[src/rtl/aw_pkg.sv]
package aw_pkg;
  localparam int unsigned PHASES = 4;

  typedef enum logic [2:0] {
    ST_IDLE,
    ST_SETUP,
    ST_STROBE,
    ST_TAIL,
    ST_HOLD,
    ST_TURN
  } aw_state_e;
endpackage

[src/rtl/aw_sync.sv]
module aw_sync #(
  parameter int unsigned STAGES = 2
) (
  input  logic clk,
  input  logic rst_n,
  input  logic d,
  output logic q
);
  logic [STAGES-1:0] chain_q;

  always_ff @(posedge clk or negedge rst_n) begin
    if (!rst_n) chain_q <= '0;
    else        chain_q <= {chain_q[STAGES-2:0], d};
  end

  assign q = chain_q[STAGES-1];
endmodule

[src/rtl/aw_down_cnt.sv]
module aw_down_cnt #(
  parameter int unsigned W = 5
) (
  input  logic         clk,
  input  logic         rst_n,
  input  logic         load,
  input  logic [W-1:0] load_val,
  input  logic         dec,
  output logic         zero
);
  logic [W-1:0] cnt_q;

  always_ff @(posedge clk or negedge rst_n) begin
    if (!rst_n)                     cnt_q <= '0;
    else if (load)                  cnt_q <= load_val;
    else if (dec && cnt_q != '0)    cnt_q <= cnt_q - 1'b1;
  end

  assign zero = (cnt_q == '0);

  p_no_dec_at_zero_r2: assert property (@(posedge clk) disable iff (!rst_n)
    (dec && !load && cnt_q != '0) |=> (cnt_q == $past(cnt_q) - 1'b1));
endmodule

[src/rtl/aw_timeout.sv]
module aw_timeout #(
  parameter int unsigned LIMIT = 32
) (
  input  logic clk,
  input  logic rst_n,
  input  logic clr,
  input  logic en,
  output logic hit
);
  localparam int unsigned TW = $clog2(LIMIT + 1);
  logic [TW-1:0] t_q;

  always_ff @(posedge clk or negedge rst_n) begin
    if (!rst_n)          t_q <= '0;
    else if (clr)        t_q <= '0;
    else if (en && !hit) t_q <= t_q + 1'b1;
  end

  assign hit = (t_q == TW'(LIMIT));

  p_tmo_bounded_r9: assert property (@(posedge clk) disable iff (!rst_n)
    hit |=> (t_q == TW'(LIMIT)) || (t_q == '0));
endmodule

[src/rtl/aw_write_seq.sv]
module aw_write_seq
  import aw_pkg::*;
#(
  parameter int unsigned ADDR_W     = 16,
  parameter int unsigned DATA_W     = 16,
  parameter int unsigned NUM_CS     = 4,
  parameter int unsigned WAIT_W     = 4,
  parameter int unsigned BASE_TICKS = 3,
  parameter int unsigned TMO_BUS    = 8,
  localparam int unsigned SEL_W     = $clog2(NUM_CS)
) (
  input  logic              clk,
  input  logic              rst_n,
  input  logic              req_valid,
  output logic              req_ready,
  input  logic [ADDR_W-1:0] req_addr,
  input  logic [DATA_W-1:0] req_data,
  input  logic [SEL_W-1:0]  req_sel,
  input  logic [WAIT_W-1:0] cfg_wait,
  input  logic              cfg_hold_en,
  input  logic              cfg_idle_en,
  output logic [ADDR_W-1:0] mem_addr,
  output logic [NUM_CS-1:0] mem_cs_n,
  output logic              mem_wr_n,
  output logic [DATA_W-1:0] mem_dq_o,
  output logic              mem_dq_oe,
  input  logic              mem_ack,
  output logic              done,
  output logic              done_err
);
  localparam int unsigned MAX_STROBE = BASE_TICKS + PHASES * ((1 << WAIT_W) - 1);
  localparam int unsigned CNT_W      = $clog2(MAX_STROBE + 1);
  localparam int unsigned TMO_TICKS  = PHASES * TMO_BUS;

  aw_state_e st_q, st_d;

  logic [ADDR_W-1:0] addr_q;
  logic [DATA_W-1:0] data_q;
  logic [SEL_W-1:0]  sel_q;
  logic [WAIT_W-1:0] wait_q;
  logic              hold_q, idle_q;
  logic              done_q, err_q;

  logic              ack_s;
  logic              ld, dec, cnt_zero;
  logic [CNT_W-1:0]  ld_val;
  logic              tmo_hit, tmo_en, tmo_clr;
  logic              fin, fin_err;
  logic [CNT_W-1:0]  strobe_len;

  aw_sync #(.STAGES(2)) u_ack_sync (
    .clk(clk), .rst_n(rst_n), .d(mem_ack), .q(ack_s)
  );

  aw_down_cnt #(.W(CNT_W)) u_cnt (
    .clk(clk), .rst_n(rst_n), .load(ld), .load_val(ld_val),
    .dec(dec), .zero(cnt_zero)
  );

  aw_timeout #(.LIMIT(TMO_TICKS)) u_tmo (
    .clk(clk), .rst_n(rst_n), .clr(tmo_clr), .en(tmo_en), .hit(tmo_hit)
  );

  assign strobe_len = CNT_W'(BASE_TICKS) + CNT_W'(wait_q) * CNT_W'(PHASES);
  assign tmo_clr    = (st_q != ST_STROBE);
  assign tmo_en     = (st_q == ST_STROBE) && cnt_zero && !ack_s;

  always_comb begin
    st_d    = st_q;
    ld      = 1'b0;
    ld_val  = '0;
    dec     = 1'b0;
    fin     = 1'b0;
    fin_err = 1'b0;
    unique case (st_q)
      ST_IDLE: if (req_valid) st_d = ST_SETUP;
      ST_SETUP: begin
        ld     = 1'b1;
        ld_val = strobe_len - 1'b1;
        st_d   = ST_STROBE;
      end
      ST_STROBE: begin
        if (!cnt_zero) dec = 1'b1;
        else if (ack_s) st_d = ST_TAIL;
        else if (tmo_hit) begin
          st_d = ST_IDLE; fin = 1'b1; fin_err = 1'b1;
        end
      end
      ST_TAIL: begin
        if (hold_q) begin
          ld = 1'b1; ld_val = CNT_W'(PHASES - 1); st_d = ST_HOLD;
        end else if (idle_q) begin
          ld = 1'b1; ld_val = CNT_W'(PHASES - 1); st_d = ST_TURN;
        end else begin
          st_d = ST_IDLE; fin = 1'b1;
        end
      end
      ST_HOLD: begin
        if (!cnt_zero) dec = 1'b1;
        else if (idle_q) begin
          ld = 1'b1; ld_val = CNT_W'(PHASES - 1); st_d = ST_TURN;
        end else begin
          st_d = ST_IDLE; fin = 1'b1;
        end
      end
      ST_TURN: begin
        if (!cnt_zero) dec = 1'b1;
        else begin st_d = ST_IDLE; fin = 1'b1; end
      end
      default: st_d = ST_IDLE;
    endcase
  end

  always_ff @(posedge clk or negedge rst_n) begin
    if (!rst_n) begin
      st_q   <= ST_IDLE;
      addr_q <= '0;
      data_q <= '0;
      sel_q  <= '0;
      wait_q <= '0;
      hold_q <= 1'b0;
      idle_q <= 1'b0;
      done_q <= 1'b0;
      err_q  <= 1'b0;
    end else begin
      st_q   <= st_d;
      done_q <= fin;
      err_q  <= fin_err;
      if (st_q == ST_IDLE && req_valid) begin
        addr_q <= req_addr;
        data_q <= req_data;
        sel_q  <= req_sel;
        wait_q <= cfg_wait;
        hold_q <= cfg_hold_en;
        idle_q <= cfg_idle_en;
      end
    end
  end

  logic cs_act;
  assign cs_act    = (st_q == ST_SETUP) || (st_q == ST_STROBE) ||
                     (st_q == ST_TAIL)  || (st_q == ST_HOLD);
  assign mem_cs_n  = cs_act ? ~(NUM_CS'(1) << sel_q) : '1;
  assign mem_wr_n  = (st_q != ST_STROBE);
  assign mem_dq_oe = (st_q == ST_STROBE) || (st_q == ST_TAIL) || (st_q == ST_HOLD);
  assign mem_addr  = addr_q;
  assign mem_dq_o  = data_q;
  assign req_ready = (st_q == ST_IDLE);
  assign done      = done_q;
  assign done_err  = err_q;

  p_strobe_one_select_r1: assert property (@(posedge clk) disable iff (!rst_n)
    !mem_wr_n |-> ($countones(~mem_cs_n) == 1));

  p_select_before_strobe_r1: assert property (@(posedge clk) disable iff (!rst_n)
    $fell(mem_wr_n) |-> ($past(mem_cs_n) == mem_cs_n) && ($past(mem_cs_n) != '1));

  p_ack_ignored_in_wait_r3: assert property (@(posedge clk) disable iff (!rst_n)
    (!mem_wr_n && !cnt_zero) |=> !mem_wr_n);

  p_oe_needs_select_r5: assert property (@(posedge clk) disable iff (!rst_n)
    mem_dq_oe |-> (mem_cs_n != '1));

  p_done_single_r7: assert property (@(posedge clk) disable iff (!rst_n)
    done |=> !done);

  p_ready_bus_quiet_r8: assert property (@(posedge clk) disable iff (!rst_n)
    req_ready |-> (mem_cs_n == '1) && mem_wr_n && !mem_dq_oe);

  p_err_with_done_r9: assert property (@(posedge clk) disable iff (!rst_n)
    done_err |-> done);
endmodule

[config.mk]
export PLATFORM = sky130hd
export DESIGN_NAME = aw_write_seq
export DESIGN_NICKNAME = d
export VERILOG_FILES = /design/src/rtl/aw_pkg.sv /design/src/rtl/aw_sync.sv /design/src/rtl/aw_down_cnt.sv /design/src/rtl/aw_timeout.sv /design/src/rtl/aw_write_seq.sv
export SDC_FILE = /design/constraint.sdc
export NUM_CORES = 1
export LEC_CHECK = 0
export ABC_CLOCK_PERIOD_IN_PS = 2400
export CAP_MARGIN = 20
export CELL_PAD_IN_SITES_DETAIL_PLACEMENT = 0
export CELL_PAD_IN_SITES_GLOBAL_PLACEMENT = 1
export CORE_ASPECT_RATIO = 1.5
export CORE_UTILIZATION = 34
export CTS_CLUSTER_SIZE = 20
export DETAILED_ROUTE_END_ITERATION = 12
export PLACE_DENSITY = 0.78
export SETUP_SLACK_MARGIN = 0.02
export SYNTH_ARGS = -nofsm -noshare
export SYNTH_HDL_FRONTEND = slang
export SYNTH_HIERARCHICAL = 1
export SYNTH_SLANG_ARGS = --single-unit
[constraint.sdc]
create_clock -name clk -period 2.4 [get_ports clk]
set_input_delay 0.36 -clock clk [delete_from_list [all_inputs] [get_ports clk]]
set_output_delay 0.36 -clock clk [all_outputs]
set_load 0.03 [all_outputs]
==> results of run 1 <==
sequential cells by signal, summed over array words and instances, names as in the netlist:
name	cells
done	1
done_err	1
hold_q	1
idle_q	1
mem_addr	16
mem_dq_o	16
sel_q	2
st_q	3
u_ack_sync/chain_q	2
u_cnt/cnt_q	6
u_tmo/t_q	6
wait_q	4
where the power goes:
part           internal (W)  switching (W)  total, W
Sequential          0.00143       0.000295   0.00173
Combinational       0.00159        0.00158   0.00317
Clock              0.000888       0.000405   0.00129
Total               0.00391        0.00228   0.00619
stage by stage:
step	hold WS (ns)	cell area (um2)	cells	power, W
detailed placement	0.360	3920	417	0.00492
finish	0.0709	4230	433	0.00619
global route	0.111	4230	433	0.00653
global placement	0.337	3920	417	0.00489
CTS	0.0794	4220	433	0.00624
floorplan	0.0644	2970	225	0.00387
per-layer routing:
metal	up-vias	GRT usage, %	part of all wire, %
met4	0	7.78	2.2
met5	-	0	0
met1	1012	17.4	41
met3	9	4.77	6.6
met2	67	24.7	50
li1	996	-	-
layout by cell type, fill, tap and decap left out, types with 4 or more instances in the layout:
cell             Yosys  routed
nor2_1              13      11
or4_1                4       4
and2_1               4       4
buf_4                0      10
o21ai_0              6       6
dfrtp_1             59      59
ha_1                 4       4
clkbuf_16            0       9
clkdlybuf4s50_1      0      78
dlygate4sd2_1        0       5
a21oi_1              7       7
nand2b_1             6       5
inv_1               10      10
nand2_1              9       9
mux2_4              40      40
layout make-up:
type                       instances  area (um2)  area share (%)
tap                              107         134            3.17
sequential                        59        1480            34.9
timing repair buffer              96         945            22.4
clock inverter                     1        30.0           0.711
multi-input combinational        145        1330            31.4
clock buffer                      15         278            6.57
inverter                          10        37.5           0.888
critical path: stages, from the launching register on:
cell,delay (ns)
dfrtp_1,0.41
buf_4,0.17
nor3_2,0.28
clkdlybuf4s50_1,0.73
worst max-delay path by stage:
stage                                          start                          to  slack (ns)  cells after the start
after floorplan                  st_q[2]$_DFFE_PN0P_  u_cnt/cnt_q[3]$_DFFE_PN0P_        0.05                      6
after global placement    u_cnt/cnt_q[4]$_DFFE_PN0P_  u_cnt/cnt_q[3]$_DFFE_PN0P_        0.17                      7
after detailed placement  u_cnt/cnt_q[4]$_DFFE_PN0P_  u_cnt/cnt_q[3]$_DFFE_PN0P_        0.06                      7
after CTS                 u_cnt/cnt_q[0]$_DFFE_PN0P_  u_cnt/cnt_q[0]$_DFFE_PN0P_        0.05                      9
after global routing      u_cnt/cnt_q[0]$_DFFE_PN0P_  u_cnt/cnt_q[3]$_DFFE_PN0P_        0.05                      8
final                            st_q[1]$_DFFE_PN0P_                   req_ready        0.13                      3
timing repair:
item | 4_1_cts | 5_1_grt
resized for setup | 5 | 3
setup endpoints to repair | 5 | 13
hold buffers | 0 | 0
kinds of logic after synthesis:
group | share of synthesized area, %
simple gates | 13.7
flops | 49.8
mux | 21.0
compound gates | 7.13
buf+inv | 5.82
fa+ha+maj | 1.69
xor+xnor | 0.886
==> summary.txt, run 1 <==
Min path
  – Classification of the worst-slack hold path: input port to asynchronous set/reset pin

STA
  – Setup repair after global routing missed its margin: false
  – Final number of setup-violating endpoints: 0
  – Total negative slack: 0 ns
  – Period utilization: 94.4%
  – Slew Viols, Final: 0
  – Final critical path time including I/O delays and setup: 2.27 ns
  – Rel. slew slack: 56.8%
  – Maximum achievable frequency: 441 MHz
  – Worst Tran Pin Value: 0.649 ns
  – Slack of the critical path: 0.134 ns
  – Clock skew after layout: 0.00511 ns
  – Final hold vios: 0

Yosys
  – Number of flops mapped to enable cells by yosys: 0
  – Top cell type's share of synthesized area: 49.8%
  – Synth Net Count: 273
  – Commonest cells post-synth: 59 x dfrtp_1, 40 x mux2_4, 13 x nor2_1, 10 x inv_1, 9 x nand2_1
  – Most instantiated library cell after synthesis: dfrtp_1
  – Avg Cell Area, Syn: 13.2 um2
  – Netlist Area Pre-Place: 2970 um2
  – Synth area leader: dfrtp_1
  – Synth Instances: 225
  – Top area cells in the synthesized netlist: dfrtp_1 50%, mux2_4 20%, buf_12 2.7%
  – Flop and latch count out of synthesis: 59
  – Count of cell types in the netlist: 51
  – Dominant synthesized flop cell: dfrtp_1
  – Count of yosys warnings during synthesis: 6
  – Fraction of synthesis flops using an asynchronous set or reset pin: 100%
  – Share of the yosys chip area belonging to registers: 49.8%

Flow run
  – Number of maximum-capacitance constraint violations: 0

Drt
  – Number of vias in the routed layout: 2084
  – Detailed Routing Iterations Pass 1: 4
  – DRC violations left: 0
  – Iteration-0 DRC count of the detailed router: 115
  – Total wire length: 6.38 mm
  – Antenna Nets Post-Route: 0
  – Vias per Instance: 4.81
  – Post-detailed-route wirelength per cell: 14.7 um

Final layout
  – Number of filler instances in the final layout: 764
  – Share of the core filled with cells in the final layout: 50.2%
  – Layout cells sized above 1: 23.9%
  – Total number of nets in the final design: 369
  – Inserted Diodes: 0
  – Relative area change from synthesis to final layout: 42.4%

Floorplan
  – Starting Density: 35.3%
  – Placement Rows: 41
  – Die H: 116 um
  – Number of primary I/O pins: 85
  – Core region area: 8410 um2
  – Die area: 9110 um2
  – Chip width: 78.3 um

Setup path
  – Required time at the worst-slack endpoint: 2.04 ns
  – Reg2reg path depth: 6
  – Minimum setup slack among reg-to-reg paths: 0.14 ns
  – Critical path class: flip-flop to output pin
  – Kind of end point of the critical path: output pin
  – Reg-to-reg endpoint: u_cnt/cnt_q[5]$_DFFE_PN0P_
  – Startpoint kind of the worst setup timing path: flip-flop
  – Worst-path fanout max: 6
  – Data arrival time of the critical path: 1.91 ns
  – Worst flop-to-flop path startpoint: st_q[1]$_DFFE_PN0P_

CTS
  – CTS tree: built
  – CTS Sinks: 59
  – Postcts setup bufs: 0
  – TritonCTS buffer count: 9
  – Clock Tree Buf Depth: 2
  – Clock root buffer master: clkbuf_16
  – Clock Pin Slew Worst Setup and Hold Paths: 0.05 ns
  – H-tree level count: 3
  – Worst skew pair latency: 0.32 ns

Power
  – Power per cell area: 1460 nW/um2
  – IR Drop Worst-Case VDD: 749 uV
  – Standby leakage power: 1.84 nW

Placed design
  – Post-DP HPWL: 4.52 mm
  – Pre-CTS setup slack: 0.0612 ns
  – Placer Congestion: 0.764
  – Count of port buffers added during placement: 84

Global routing
  – Initial antenna violation count: 0
  – All-layer global routing usage: 15.0%
  – Maximum number of pins on one net before global-route repair: 33
  – Global-route congestion overflow total: 0
  – First-pass GRT wire length: 10.2 mm
  – Vias in the first global route: 2149

Status
  – Outcome: finished clean
No activity file was read; power rests on OpenSTA's default activity.
==> inputs of run 2 (changes only) <==
--- a/config.mk
+++ b/config.mk
@@ -5,15 +5,15 @@
 export SDC_FILE = /design/constraint.sdc
 export NUM_CORES = 1
 export LEC_CHECK = 0
-export ABC_CLOCK_PERIOD_IN_PS = 2400
+export ABC_AREA = 1
 export CAP_MARGIN = 20
 export CELL_PAD_IN_SITES_DETAIL_PLACEMENT = 0
 export CELL_PAD_IN_SITES_GLOBAL_PLACEMENT = 1
 export CORE_ASPECT_RATIO = 1.5
-export CORE_UTILIZATION = 34
+export CORE_UTILIZATION = 31
 export CTS_CLUSTER_SIZE = 20
 export DETAILED_ROUTE_END_ITERATION = 12
-export PLACE_DENSITY = 0.78
+export PLACE_DENSITY = 0.79
 export SETUP_SLACK_MARGIN = 0.02
 export SYNTH_ARGS = -nofsm -noshare
 export SYNTH_HDL_FRONTEND = slang
==> run 2 against run 1 <==
Compared with the run above:
- clock power up 8%
- setup slack improved by 0.12 ns
- clock-buffer cell count down 3
- area after synthesis shrank 4.2%
- die area grew 4.9%
- total power fell by 5.8%
==> summary.txt, run 2 <==
Status
  – Outcome: finished clean

Global routing
  – Initial antenna violation count: 0
  – Global-route congestion overflow total: 0
  – First-pass GRT wire length: 12.3 mm
  – All-layer global routing usage: 16.8%
  – Vias in the first global route: 2618
  – Maximum number of pins on one net before global-route repair: 36

Placed design
  – Cell count after placement: 535
  – Count of port buffers added during placement: 84
  – Placer Congestion: 0.827
  – Post-DP HPWL: 5.31 mm

Final layout
  – Inserted Diodes: 0
  – Most frequent standard cell in the layout excluding fill and tap cells: nand2_1
  – Total number of nets in the final design: 485
  – Highest-count cells in the layout ignoring fill and taps: 115 x nand2_1, 77 x clkdlybuf4s50_1, 59 x nand3_1
  – Share of the core filled with cells in the final layout: 46.7%
  – Relative area change from synthesis to final layout: 45.8%
  – Layout cells sized above 1: 8.14%
  – Final standard cell count with taps included and fillers excluded: 552

Floorplan
  – Chip width: 80.2 um
  – Number of primary I/O pins: 85
  – Starting Density: 32.0%
  – Core region area: 8880 um2
  – Placement Rows: 42
  – Die H: 119 um
  – Die area: 9560 um2

Drt
  – Number of vias in the routed layout: 2599
  – Iteration-0 DRC count of the detailed router: 89
  – Detailed Routing Iterations Pass 1: 5
  – Vias per Instance: 4.71
  – Post-detailed-route wirelength per cell: 13.2 um
  – Antenna Nets Post-Route: 0
  – Total wire length: 7.29 mm
  – DRC violations left: 0

Yosys
  – Synth Net Count: 398
  – Flop and latch count out of synthesis: 59
  – Avg Cell Area, Syn: 8.12 um2
  – Top cell type's share of synthesized area: 52.0%
  – Number of flops mapped to enable cells by yosys: 0
  – Count of yosys warnings during synthesis: 6
  – Fraction of synthesis flops using an asynchronous set or reset pin: 100%
  – Dominant synthesized flop cell: dfrtp_1
  – Synth area leader: dfrtp_1
  – Count of cell types in the netlist: 25
  – Share of the yosys chip area belonging to registers: 52.0%
  – Netlist Area Pre-Place: 2840 um2
  – Commonest cells post-synth: 115 x nand2_1, 59 x dfrtp_1, 59 x nand3_1, 30 x inv_1, 24 x nor2_1
  – Synth Instances: 350
  – Most instantiated library cell after synthesis: nand2_1
  – Top area cells in the synthesized netlist: dfrtp_1 52%, nand2_1 15%, nand3_1 10%

CTS
  – Postcts setup bufs: 0
  – TritonCTS buffer count: 9
  – Clock Pin Slew Worst Setup and Hold Paths: 0.05 ns
  – CTS tree: built
  – CTS Sinks: 59
  – Worst skew pair latency: 0.32 ns
  – H-tree level count: 3
  – Clock root buffer master: clkbuf_16
  – Clock Tree Buf Depth: 2

STA
  – Period utilization: 89.3%
  – Final number of setup-violating endpoints: 0
  – Final critical path time including I/O delays and setup: 2.14 ns
  – Final hold vios: 0
  – Smallest hold slack: 0.344 ns
  – Setup repair after global routing missed its margin: false
  – Total negative slack: 0 ns
  – Clock skew after layout: 0.00614 ns
  – Rel. slew slack: 71.8%
  – Worst Tran Pin Value: 0.423 ns
  – Slew Viols, Final: 0
  – Maximum achievable frequency: 467 MHz

Setup path
  – Kind of end point of the critical path: output pin
  – Worst-path fanout max: 9
  – Critical path class: flip-flop to output pin
  – Critical Path, Cell by Cell: inv_1 > nand3_1 > clkdlybuf4s50_1
  – Startpoint kind of the worst setup timing path: flip-flop
  – Cell at the slowest stage of the critical path: clkdlybuf4s50_1
  – Required time at the worst-slack endpoint: 2.04 ns
  – Top delay family on crit path: buffers and inverters
  – Delay of the slowest cell on the worst path: 0.70 ns
  – Data arrival time of the critical path: 1.78 ns
  – Total buffers and inverters traversed by the critical path: 2

Power
  – Standby leakage power: 2.04 nW
  – Tot Pwr: 0.00583 W
  – IR Drop Worst-Case VDD: 620 uV
  – Power per cell area: 1410 nW/um2

Min path
  – Classification of the worst-slack hold path: flip-flop to flip-flop

Flow run
  – Number of maximum-capacitance constraint violations: 0
run 2: changes by cell type in the layout (fill, tap and decap cells not counted), moves of 3 or more:
cell	delta
and2_1	-4
mux2_4	-40
nand4_1	+3
nand3_1	+56
nand2b_1	-5
inv_1	+20
nand2_1	+106
or3_1	-3
dlygate4sd2_1	-4
nor2_1	+13
dlymetal6s2s_1	+4
or4_1	-4
run 2: what timing repair did:
action	in CTS	in global routing
endpoints found under the setup margin	4	4
hold endpoints to repair	9	0
hold buffers	1	0
resized for setup	2	4
run 2: area by class of cell:
type / instances / area, um2
fillers: 858 / 4740
clock inverters: 4 / 72.6
well taps: 110 / 138
repair buffers: 93 / 925
multi-input cells: 244 / 1160
inverters: 30 / 113
clock buffers: 12 / 256
flip-flops and latches: 59 / 1480
run 2: logic make-up after synthesis:
family          after synthesis  synth area share (%)
simple gates                215                  33.8
flops                        59                  52.0
buf+inv                      47                  7.13
compound gates               21                  4.14
xor+xnor                      4                  1.23
fa+ha+maj                     4                  1.76
run 2: path summary, 6_finish.rpt:
kind                                              endpoint  slack [ns]                       startpoint  cells past startpoint
setup / recovery                                  mem_wr_n        0.26              st_q[2]$_DFFE_PN0P_                      3
hold / removal             u_ack_sync/chain_q[1]$_DFF_PN0_        0.34  u_ack_sync/chain_q[0]$_DFF_PN0_                      0
setup reg to reg                u_cnt/cnt_q[0]$_DFFE_PN0P_        0.31       u_cnt/cnt_q[0]$_DFFE_PN0P_                     12
hold reg to reg            u_ack_sync/chain_q[1]$_DFF_PN0_        0.34  u_ack_sync/chain_q[0]$_DFF_PN0_                      0
max in group asynchronous            wait_q[3]$_DFFE_PN0P_        1.43                            rst_n                      3
min in group asynchronous         u_tmo/t_q[4]$_DFFE_PN0P_        0.45                            rst_n                      2
run 2: power by group:
| part | internal, W | total (W) | leakage (nW) | switching, W |
|---|---|---|---|---|
| combinational | 0.00105 | 0.00278 | 1.15 | 0.00173 |
| sequential | 0.00139 | 0.00166 | 0.734 | 0.000267 |
| clock | 0.000962 | 0.00139 | 0.159 | 0.000432 |
run 2: through the flow:
| step | setup WS, ns | cell area [um2] |
|---|---|---|
| floorplan | 0.488 | 2840 |
| global placement | 0.412 | 3790 |
| detailed placement | 0.330 | 3790 |
| CTS | 0.0424 | 4130 |
| global route | 0.0757 | 4140 |
| finish | 0.258 | 4140 |
run 2: per-layer routing:
layer	wire length (um)	track usage, %	share of wire (%)
met3	319	4.14	4.4
met5	0	0	0
met2	3770	28.7	52
met1	3020	19.2	41
met4	184	8.26	2.5
run 2: worst reg2reg max path, delay by kind of cell (launching register included):
kind | cells | cell delay (ns)
buffers and inverters | 5 | 0.64
flip-flops | 1 | 0.37
adder cells (fa/ha/maj) | 1 | 0.20
AO/OA/AOI/OAI | 3 | 0.40
AND/OR/NAND/NOR | 3 | 0.36
==> inputs of run 3 (changes only) <==
--- a/config.mk
+++ b/config.mk
@@ -7,13 +7,11 @@
 export LEC_CHECK = 0
 export ABC_AREA = 1
 export CAP_MARGIN = 20
-export CELL_PAD_IN_SITES_DETAIL_PLACEMENT = 0
-export CELL_PAD_IN_SITES_GLOBAL_PLACEMENT = 1
 export CORE_ASPECT_RATIO = 1.5
-export CORE_UTILIZATION = 31
+export CORE_UTILIZATION = 42
 export CTS_CLUSTER_SIZE = 20
 export DETAILED_ROUTE_END_ITERATION = 12
-export PLACE_DENSITY = 0.79
+export PLACE_DENSITY = 0.77
 export SETUP_SLACK_MARGIN = 0.02
 export SYNTH_ARGS = -nofsm -noshare
 export SYNTH_HDL_FRONTEND = slang
==> run 3 against run 2 <==
Compared with the run above:
- sequential cell count is the same
- critical path depth is the same
- sequential power is essentially flat
- non-clock buffer count shrank 3
- largest cell class unchanged
==> summary.txt, run 3 (synthesis results as in run 2) <==
Status
  – Outcome: finished clean

Min path
  – Classification of the worst-slack hold path: input port to asynchronous set/reset pin

Flow run
  – Number of maximum-capacitance constraint violations: 0

Placed design
  – Placer Congestion: 0.834
  – Post-DP HPWL: 4.71 mm
  – Count of port buffers added during placement: 84

Setup path
  – Required time at the worst-slack endpoint: 2.04 ns
  – Delay of the slowest cell on the worst path: 0.68 ns
  – Data arrival time of the critical path: 1.87 ns
  – Top delay family on crit path: buffers and inverters
  – Cell at the slowest stage of the critical path: clkdlybuf4s50_1
  – Total buffers and inverters traversed by the critical path: 2
  – Worst-path fanout max: 9
  – Critical Path, Cell by Cell: inv_1 > nand3_1 > clkdlybuf4s50_1
  – Kind of end point of the critical path: output pin
  – Critical path class: flip-flop to output pin
  – Startpoint kind of the worst setup timing path: flip-flop

Drt
  – Vias per Instance: 4.96
  – Total wire length: 6.56 mm
  – Detailed Routing Iterations Pass 1: 4
  – DRC violations left: 0
  – Post-detailed-route wirelength per cell: 12.7 um
  – Antenna Nets Post-Route: 0
  – Number of vias in the routed layout: 2556
  – Iteration-0 DRC count of the detailed router: 136

Floorplan
  – Die H: 103 um
  – Chip width: 69.2 um
  – Die area: 7110 um2
  – Placement Rows: 36
  – Number of primary I/O pins: 85
  – Starting Density: 43.5%
  – Core region area: 6530 um2

STA
  – Clock skew after layout: 0.0101 ns
  – Maximum achievable frequency: 448 MHz
  – Slew Viols, Final: 0
  – Final hold vios: 0
  – Rel. slew slack: 51.2%
  – Setup repair after global routing missed its margin: false
  – Period utilization: 92.9%
  – Final number of setup-violating endpoints: 0
  – Total negative slack: 0 ns
  – Final critical path time including I/O delays and setup: 2.23 ns
  – Worst Tran Pin Value: 0.733 ns

CTS
  – Hold-fix buffers at CTS: 0
  – TritonCTS buffer count: 9
  – Clock root buffer master: clkbuf_8
  – CTS tree: built
  – Clock Pin Slew Worst Setup and Hold Paths: 0.07 ns
  – Worst skew pair latency: 0.34 ns
  – Clock Tree Buf Depth: 2
  – CTS Sinks: 59
  – H-tree level count: 3

Final layout
  – Total number of nets in the final design: 482
  – Inserted Diodes: 0
  – Share of the core filled with cells in the final layout: 60.5%
  – Highest-count cells in the layout ignoring fill and taps: 114 x nand2_1, 77 x clkdlybuf4s50_1, 59 x nand3_1, 59 x dfrtp_1, 30 x inv_1
  – Layout cells sized above 1: 7.74%
  – Relative area change from synthesis to final layout: 39.1%
  – Number of filler instances in the final layout: 570
  – Most frequent standard cell in the layout excluding fill and tap cells: nand2_1

Global routing
  – Vias in the first global route: 2462
  – Maximum number of pins on one net before global-route repair: 60
  – Initial antenna violation count: 0
  – First-pass GRT wire length: 11.0 mm
  – Global-route congestion overflow total: 0
  – All-layer global routing usage: 19.6%

Power
  – Standby leakage power: 1.97 nW
  – Power per cell area: 1370 nW/um2
  – Tot Pwr: 0.00540 W
  – IR Drop Worst-Case VDD: 787 uV
## run 3: worst paths after layout
kind,startpoint,to,slack (ns),cells after the start
setup / recovery,st_q[2]$_DFFE_PN0P_,mem_wr_n,0.17,3
hold / removal,rst_n,u_tmo/t_q[3]$_DFFE_PN0P_,0.17,2
setup reg to reg,u_cnt/cnt_q[0]$_DFFE_PN0P_,u_cnt/cnt_q[4]$_DFFE_PN0P_,0.33,11
hold reg to reg,u_ack_sync/chain_q[0]$_DFF_PN0_,u_ack_sync/chain_q[1]$_DFF_PN0_,0.37,0
max in group asynchronous,rst_n,idle_q$_DFFE_PN0P_,1.74,2
min in group clk,u_ack_sync/chain_q[0]$_DFF_PN0_,u_ack_sync/chain_q[1]$_DFF_PN0_,0.37,0
## run 3: where the power goes
part | total (W) | switching [W] | internal [W]
Sequential | 0.00165 | 0.000266 | 0.00138
Clock | 0.00102 | 0.000377 | 0.000640
Combinational | 0.00274 | 0.00172 | 0.00102
Total | 0.00540 | 0.00236 | 0.00304
## run 3: layout make-up
cell class              count  area (um2)  share of cell area [%]
well taps                  76        95.1                    2.41
inverters                  30         113                    2.85
repair buffers             90         876                    22.2
clock inverters             4        72.6                    1.84
flip-flops and latches     59        1480                    37.4
clock buffers              12         155                    3.93
multi-input cells         244        1160                    29.5
## run 3: timing repair
| item | CTS | global route |
|---|---|---|
| gates cloned | 0 | 0 |
| resized for setup | 4 | 2 |
| buffers inserted | 0 | 0 |
| setup endpoints to repair | 4 | 7 |
## run 3: routing by layer
layer / vias to the layer above / routed length (um) / track usage [%]
met5: - / 0 / 0
met4: 0 / 149 / 8.48
met3: 17 / 373 / 6.45
met2: 75 / 3440 / 34.6
met1: 1182 / 2600 / 21.8
li1: 1282 / - / -
## run 3: stage by stage
step | worst slack, ns | hold WS [ns] | instances | cell area (um2)
final | 0.170 | 0.169 | 515 | 3950
after global routing | 0.0642 | 0.240 | 515 | 3950
after CTS | 0.0607 | 0.196 | 515 | 3950
after detailed placement | 0.216 | 0.363 | 499 | 3720
after global placement | 0.333 | 0.336 | 499 | 3720
after floorplan | 0.488 | 0.0644 | 350 | 2840
